$ cat src/rtl/baudgen_pkg.sv
// Package: shared widths, field positions and the source-select encoding
// for the baud tick generator. Assumes a 32-bit word, with the select field
// sitting directly above the divisor.
package baudgen_pkg;
    localparam int unsigned WORD_W   = 32;
    localparam int unsigned DIV_W    = 16;
    localparam int unsigned SEL_W    = 2;
    localparam int unsigned SEL_LSB  = DIV_W;
    localparam int unsigned USED_W   = DIV_W + SEL_W;

    // Mask of the implemented bits in the configuration word.
    localparam logic [WORD_W-1:0] CFG_MASK = {{(WORD_W-USED_W){1'b0}}, {USED_W{1'b1}}};

    typedef enum logic [SEL_W-1:0] {
        SRC_OFF   = 2'b00,
        SRC_SLOW  = 2'b01,
        SRC_FAST  = 2'b10,
        SRC_FAST2 = 2'b11
    } src_sel_e;

    typedef struct packed {
        src_sel_e         sel;
        logic [DIV_W-1:0] div;
    } cfg_t;
endpackage

$ cat src/rtl/baudgen_cfg_reg.sv
// Module: configuration word storage.
// Keeps only the implemented bits. Unimplemented bits are dropped on write
// and return zero on read. Emits a one-cycle restart request on every write.
// Assumes a synchronous active-low reset and writes from a single master.
module baudgen_cfg_reg
    import baudgen_pkg::*;
(
    input  logic              clk,
    input  logic              rst_n,
    input  logic              wr_en_i,
    input  logic [WORD_W-1:0] wr_data_i,
    output logic [WORD_W-1:0] rd_data_o,
    output cfg_t              cfg_o,
    output logic              restart_o
);
    logic [WORD_W-1:0] word_q;

    // Capture the masked word on write, and clear it on reset.
    always_ff @(posedge clk) begin
        if (!rst_n) begin
            word_q <= '0;
        end else if (wr_en_i) begin
            word_q <= wr_data_i & CFG_MASK;
        end
    end

    // Present the stored word and its decoded fields.
    always_comb begin
        rd_data_o = word_q;
        cfg_o     = cfg_t'(word_q[USED_W-1:0]);
        restart_o = wr_en_i;
    end

    // the unimplemented bits never hold a one.
    always_comb begin
        if (rst_n) begin
            assert_upper_raz_R2: assert ((rd_data_o & ~CFG_MASK) == '0)
                else $error("upper bits of configuration word not zero");
        end
    end

    // the stored implemented bits follow the last write.
    property p_readback;
        @(posedge clk) disable iff (!rst_n)
            wr_en_i |=> (rd_data_o[USED_W-1:0] == $past(wr_data_i[USED_W-1:0]));
    endproperty
    assert_readback_R3: assert property (p_readback)
        else $error("configuration readback mismatch");
endmodule

$ cat src/rtl/baudgen_src_sel.sv
// Module: reference strobe selector.
// Routes the strobe picked by the select field, and reports whether the
// divider may run (source on and divisor nonzero). Purely combinational.
module baudgen_src_sel
    import baudgen_pkg::*;
(
    input  cfg_t cfg_i,
    input  logic slow_stb_i,
    input  logic fast_stb_i,
    output logic stb_o,
    output logic run_o
);
    // Choose the reference strobe; both fast codes map to the fast source.
    always_comb begin
        unique case (cfg_i.sel)
            SRC_OFF:             stb_o = 1'b0;
            SRC_SLOW:            stb_o = slow_stb_i;
            SRC_FAST, SRC_FAST2: stb_o = fast_stb_i;
            default:             stb_o = 1'b0;
        endcase
    end

    // The divider is allowed to run only with a live source and a divisor above zero.
    always_comb begin
        run_o = (cfg_i.sel != SRC_OFF) && (cfg_i.div != '0);
    end
endmodule

$ cat src/rtl/baudgen_divider.sv
// Module: strobe-counting divider.
// Counts input strobes and raises a registered one-cycle tick after the
// strobe that completes each group of div_i strobes. clear_i or a stopped
// run_i forces the count to zero. Assumes div_i changes only together with
// a clear.
module baudgen_divider #(
    parameter int unsigned CNT_W = 16
) (
    input  logic             clk,
    input  logic             rst_n,
    input  logic             clear_i,
    input  logic             run_i,
    input  logic             stb_i,
    input  logic [CNT_W-1:0] div_i,
    output logic             tick_o
);
    logic [CNT_W-1:0] cnt_q;
    logic [CNT_W-1:0] cnt_inc;
    logic             wrap;

    // Work out the next count and whether this strobe closes a period.
    always_comb begin
        cnt_inc = cnt_q + 1'b1;
        wrap    = (cnt_inc == div_i);
    end

    // Advance the count on each strobe, and emit the tick on a wrap.
    always_ff @(posedge clk) begin
        if (!rst_n || clear_i || !run_i) begin
            cnt_q  <= '0;
            tick_o <= 1'b0;
        end else if (stb_i) begin
            cnt_q  <= wrap ? '0 : cnt_inc;
            tick_o <= wrap;
        end else begin
            tick_o <= 1'b0;
        end
    end

    // a tick only follows a counted strobe in a running, uncleared cycle.
    property p_tick_cause;
        @(posedge clk) disable iff (!rst_n)
            tick_o |-> ($past(stb_i) && $past(run_i) && !$past(clear_i));
    endproperty
    assert_tick_cause_R7: assert property (p_tick_cause)
        else $error("tick without a counted strobe");

    // the count stays below the divisor while running.
    property p_count_bound;
        @(posedge clk) disable iff (!rst_n)
            (run_i && !clear_i) |-> (cnt_q < div_i);
    endproperty
    assert_count_bound_R7: assert property (p_count_bound)
        else $error("divider count at or beyond divisor");

    // a stopped divider holds its count at zero.
    property p_hold_zero;
        @(posedge clk) disable iff (!rst_n)
            !run_i |=> (cnt_q == '0);
    endproperty
    assert_hold_zero_R4: assert property (p_hold_zero)
        else $error("stopped divider count not zero");
endmodule

$ cat src/rtl/baud_tick_gen.sv
// Module: baud tick generator top.
// Joins the configuration word, the reference selector and the divider.
// Assumes both reference strobes are synchronous to clk, and that each is
// one cycle wide per reference period.
module baud_tick_gen
    import baudgen_pkg::*;
(
    input  logic              clk,
    input  logic              rst_n,
    input  logic              cfg_wr_en,
    input  logic [WORD_W-1:0] cfg_wr_data,
    output logic [WORD_W-1:0] cfg_rd_data,
    input  logic              slow_stb,
    input  logic              fast_stb,
    output logic              baud_tick
);
    cfg_t cfg;
    logic restart;
    logic sel_stb;
    logic run;

    baudgen_cfg_reg u_cfg (
        .clk       (clk),
        .rst_n     (rst_n),
        .wr_en_i   (cfg_wr_en),
        .wr_data_i (cfg_wr_data),
        .rd_data_o (cfg_rd_data),
        .cfg_o     (cfg),
        .restart_o (restart)
    );

    baudgen_src_sel u_sel (
        .cfg_i      (cfg),
        .slow_stb_i (slow_stb),
        .fast_stb_i (fast_stb),
        .stb_o      (sel_stb),
        .run_o      (run)
    );

    baudgen_divider #(
        .CNT_W (DIV_W)
    ) u_div (
        .clk     (clk),
        .rst_n   (rst_n),
        .clear_i (restart),
        .run_i   (run),
        .stb_i   (sel_stb),
        .div_i   (cfg.div),
        .tick_o  (baud_tick)
    );

    // the off code silences the output on the following cycle.
    property p_off_silent;
        @(posedge clk) disable iff (!rst_n)
            (cfg_rd_data[SEL_LSB +: SEL_W] == SRC_OFF) |=> !baud_tick;
    endproperty
    assert_off_silent_R4: assert property (p_off_silent)
        else $error("tick while source is off");

    // a zero divisor silences the output on the following cycle.
    property p_zero_halt;
        @(posedge clk) disable iff (!rst_n)
            (cfg_rd_data[DIV_W-1:0] == '0) |=> !baud_tick;
    endproperty
    assert_zero_halt_R9: assert property (p_zero_halt)
        else $error("tick with zero divisor");

    // no tick follows a write cycle.
    property p_write_restart;
        @(posedge clk) disable iff (!rst_n)
            cfg_wr_en |=> !baud_tick;
    endproperty
    assert_write_restart_R10: assert property (p_write_restart)
        else $error("tick right after a configuration write");
endmodule

$ cat config.mk
export PLATFORM = sky130hd
export DESIGN_NAME = baud_tick_gen
export DESIGN_NICKNAME = d
export VERILOG_FILES = /design/src/rtl/baudgen_pkg.sv /design/src/rtl/baudgen_cfg_reg.sv /design/src/rtl/baudgen_src_sel.sv /design/src/rtl/baudgen_divider.sv /design/src/rtl/baud_tick_gen.sv
export SDC_FILE = /design/constraint.sdc
export NUM_CORES = 1
export LEC_CHECK = 0
export BUFFER_PORTS_ARGS = -buffer_cell sky130_fd_sc_hd__buf_2
export CORE_ASPECT_RATIO = 0.7
export CORE_UTILIZATION = 51
export CTS_CLUSTER_DIAMETER = 60
export DETAILED_ROUTE_END_ITERATION = 16
export MAX_ROUTING_LAYER = met4
export PLACE_DENSITY = 0.8
export RECOVER_POWER = 25
export REMOVE_ABC_BUFFERS = 1
export SYNTH_ARGS = -nofsm -noshare
export SYNTH_HDL_FRONTEND = slang
export SYNTH_SLANG_ARGS = --single-unit
$ cat constraint.sdc
create_clock -name clk -period 3.7 [get_ports clk]
set_input_delay 0.74 -clock clk [delete_from_list [all_inputs] [get_ports clk]]
set_output_delay 0.74 -clock clk [all_outputs]
set_load 0.05 [all_outputs]
==> flow_summary.json <==
{
  "synth-seq-area-share": 0.3092,
  "combPwrFrac": 0.191,
  "worst-path-stages": 8,
  "syn_to_final_growth_pct": 11.10,
  "ys_ff_latch": 35,
  "clock_skew_ps": 6.258,
  "io_buffers": 41,
  "ant_nets": 0,
  "crit_fanout": 12,
  "slowest_stage": "or4_4",
  "period_needed_ps": 3123,
  "p_leak_nw": 1.044,
  "max_stage_delay_ps": 650,
  "crit_required_ps": 3880,
  "place_hpwl_um": 4027,
  "crit_path_end_kind": "flip-flop",
  "drt-total-wl_um": 5402,
  "clk_path_buf_depth": 2,
  "p_int_w": 0.0005914,
  "ys_async_sr_fraction": 0,
  "post-route-drc-count": 0,
  "io_pins": 70,
  "worstReg2RegEnd": "u_div.cnt_q[9]",
  "finalSetupViolCount": 0,
  "start_kind": "flip-flop",
  "peakVddDrop_uv": 247.1,
  "firstDrtPassIters": 4,
  "switching_share": 0.3304,
  "rows": 19,
  "synth-edff-count": 0,
  "timing.critical_path.from": "u_div.cnt_q[0]",
  "multi_input_area_um2": 1411,
  "clkPwrFrac": 0.348,
  "yosysUniqueCellTypes": 49,
  "crit_family": "simple AND/OR/NAND/NOR gates",
  "worstPathCellList": "ha_1, nand3_1, or4_1, a311oi_2, nand4_1, or4_4, o21ai_4, nor2_1",
  "antenna_cells": 0,
  "slew_viol_final": 0,
  "power_density_nw_per_um2": 350.9,
  "arrival_ps": 3300,
  "cts_buffers": 5,
  "cts_tree": "built",
  "worst_pin_slew_ps": 1297,
  "hold_viol": 0,
  "outcome": "finished clean",
  "seq_power_share": 0.461,
  "grt_first_pass_wirelength_um": 8652,
  "insertion_delay_ps": 300,
  "dieWidth_um": 81.67,
  "postCtsSetupBuffers": 0,
  "cts_hold_buf": 0,
  "grt_pass1_vias": 1690,
  "synth_cells": 269,
  "die-height_um": 57.77,
  "place_congestion": 0.9387,
  "path_buf_inv": 0,
  "viasPerCell": 5.745,
  "start_util": 0.5542,
  "die-area_um2": 4718,
  "synthMostInstantiatedCell": "dfxtp_1",
  "cts_root_buf": "clkbuf_8",
  "grt_usage": 0.2582,
  "core_um2": 4089,
  "drt_iter0_drc": 194,
  "rsz0062_at_grt": "no",
  "synth.avg_cell_area_um2": 8.424,
  "max_slew_margin": 0.1354,
  "yosys_warnings": 0,
  "synth.top_cell.area_share": 0.3092,
  "clock.fmax_ghz": 0.3202,
  "crit_end": "u_div.cnt_q[9]",
  "drive_above_1_share": 0.1869,
  "synthFlopType": "dfxtp_1",
  "p_switching_w": 0.0002918,
  "worstSetupPathType": "reg2reg",
  "grt_start_max_net_pins": 20,
  "wl_per_cell_um": 15.13,
  "fillCellCount": 379,
  "whs_ps": 512.5,
  "cts.clk_slew.worst_paths_ps": 80,
  "max-cap-violations": 0,
  "hp-class": "reg2reg",
  "seqCellArea_um2": 700.7,
  "r2r-start": "u_div.cnt_q[0]",
  "grt_overflow": 0,
  "netlist_top_cells_count": "dfxtp_1, nor2b_1, nor2_1",
  "synth_top_area_cell": "dfxtp_1",
  "finish.utilization": 0.6157,
  "antenna_found_initial": 0,
  "cts.sinks": 35,
  "rr_worst_depth": 8,
  "final_nets": 342,
  "cts-resized-gates": 0,
  "cts_max_level": 2,
  "yosys-top-cells-area": "dfxtp_1, mux2i_1, nor2b_1",
  "synth_area_um2": 2266,
  "finalCritPeriodShare": 0.8442,
  "reg2reg_slack_ps": 580,
  "setup-tns-final_ps": 0,
  "via_count": 2051
}
## metrics by stage
stage | setup slack, ps | area, µm² | instances | total power, W
6_report | 576.6 | 2517 | 357 | 0.0008833
4_1_cts | 610.2 | 2519 | 357 | 0.0008850
3_5_place_dp | 624.2 | 2420 | 349 | 0.0005830
2_1_floorplan | 845.4 | 2135 | 254 | 0.0005374
3_3_place_gp | 657.2 | 2420 | 349 | 0.0005805
5_1_grt | 398.9 | 2517 | 357 | 0.0009173
## layer usage
layer  track usage  share of wire  up-vias
li1              -              -     1001
met1        0.3905           0.50      948
met2        0.3393           0.40       90
met3       0.05669          0.079       12
met4       0.06767          0.016        0
met5             -              0        -
## worst reg2reg max path, stage by stage (launching register included)
cell,delay [ps]
dfxtp_1,460
ha_1,330
nand3_1,140
or4_1,610
a311oi_2,300
nand4_1,120
or4_4,650
o21ai_4,310
nor2_1,90
## worst min path at each step
stage / from / end / cells past startpoint
after global placement: u_div.cnt_q[15] / u_div.cnt_q[15] / 1
after floorplan: u_div.cnt_q[15] / u_div.cnt_q[15] / 1
after CTS: u_div.cnt_q[15] / u_div.cnt_q[15] / 1
final: u_div.cnt_q[15] / u_div.cnt_q[15] / 1
after detailed placement: u_div.cnt_q[15] / u_div.cnt_q[15] / 1
after global routing: u_div.cnt_q[15] / u_div.cnt_q[15] / 1
## cells by family (layout without fill, tap and decap cells)
family | Yosys count | after routing | synth area share
flops | 35 | 35 | 0.3092
buf+inv | 34 | 57 | 0.08945
xor+xnor | 26 | 26 | 0.1005
compound gates | 36 | 36 | 0.1121
other cells | 1 | 14 | 0.001655
mux | 20 | 20 | 0.08835
fa+ha+maj | 1 | 1 | 0.005521
simple gates | 116 | 116 | 0.2932
## layout by cell type, fill, tap and decap left out, types with 3 or more instances in the layout
| master | instances |
|---|---|
| o211ai_1 | 5 |
| buf_2 | 40 |
| nor2_1 | 23 |
| nor2b_1 | 26 |
| and3_1 | 3 |
| nand3_1 | 12 |
| nand2_1 | 8 |
| xnor2_1 | 15 |
| xor2_1 | 11 |
| a31oi_1 | 9 |
| o21ai_0 | 5 |
| nand3b_1 | 4 |
| a21oi_1 | 3 |
| mux2i_1 | 20 |
| nand4_1 | 9 |
| inv_1 | 6 |
| nor3_1 | 6 |
| o21ai_1 | 3 |
| clkbuf_8 | 6 |
| nor4_1 | 9 |
| dfxtp_1 | 35 |
| conb_1 | 14 |
## registers in the layout, summed over array words and instances, names as in the netlist
signal / count
u_div.cnt_q: 16
u_div.tick_o: 1
u_cfg.rd_data_o: 18
## final cells by class
type | count | area share
flip-flops and latches | 35 | 0.2783
clock buffers | 6 | 0.03280
repair buffers | 43 | 0.08698
well taps | 52 | 0.02584
multi-input cells | 213 | 0.5606
clock inverters | 2 | 0.006461
inverters | 6 | 0.008946
## power by group through the flow
stage / clock (W) / sequential, W / combinational (W)
after global routing: 0.000328 / 0.000409 / 0.000180
after CTS: 0.000310 / 0.000407 / 0.000168
after floorplan: 0 / 0.000450 / 0.0000876
after detailed placement: 0 / 0.000415 / 0.000168
final: 0.000307 / 0.000407 / 0.000169
after global placement: 0 / 0.000415 / 0.000166
(Power assumes the default switching activity.)
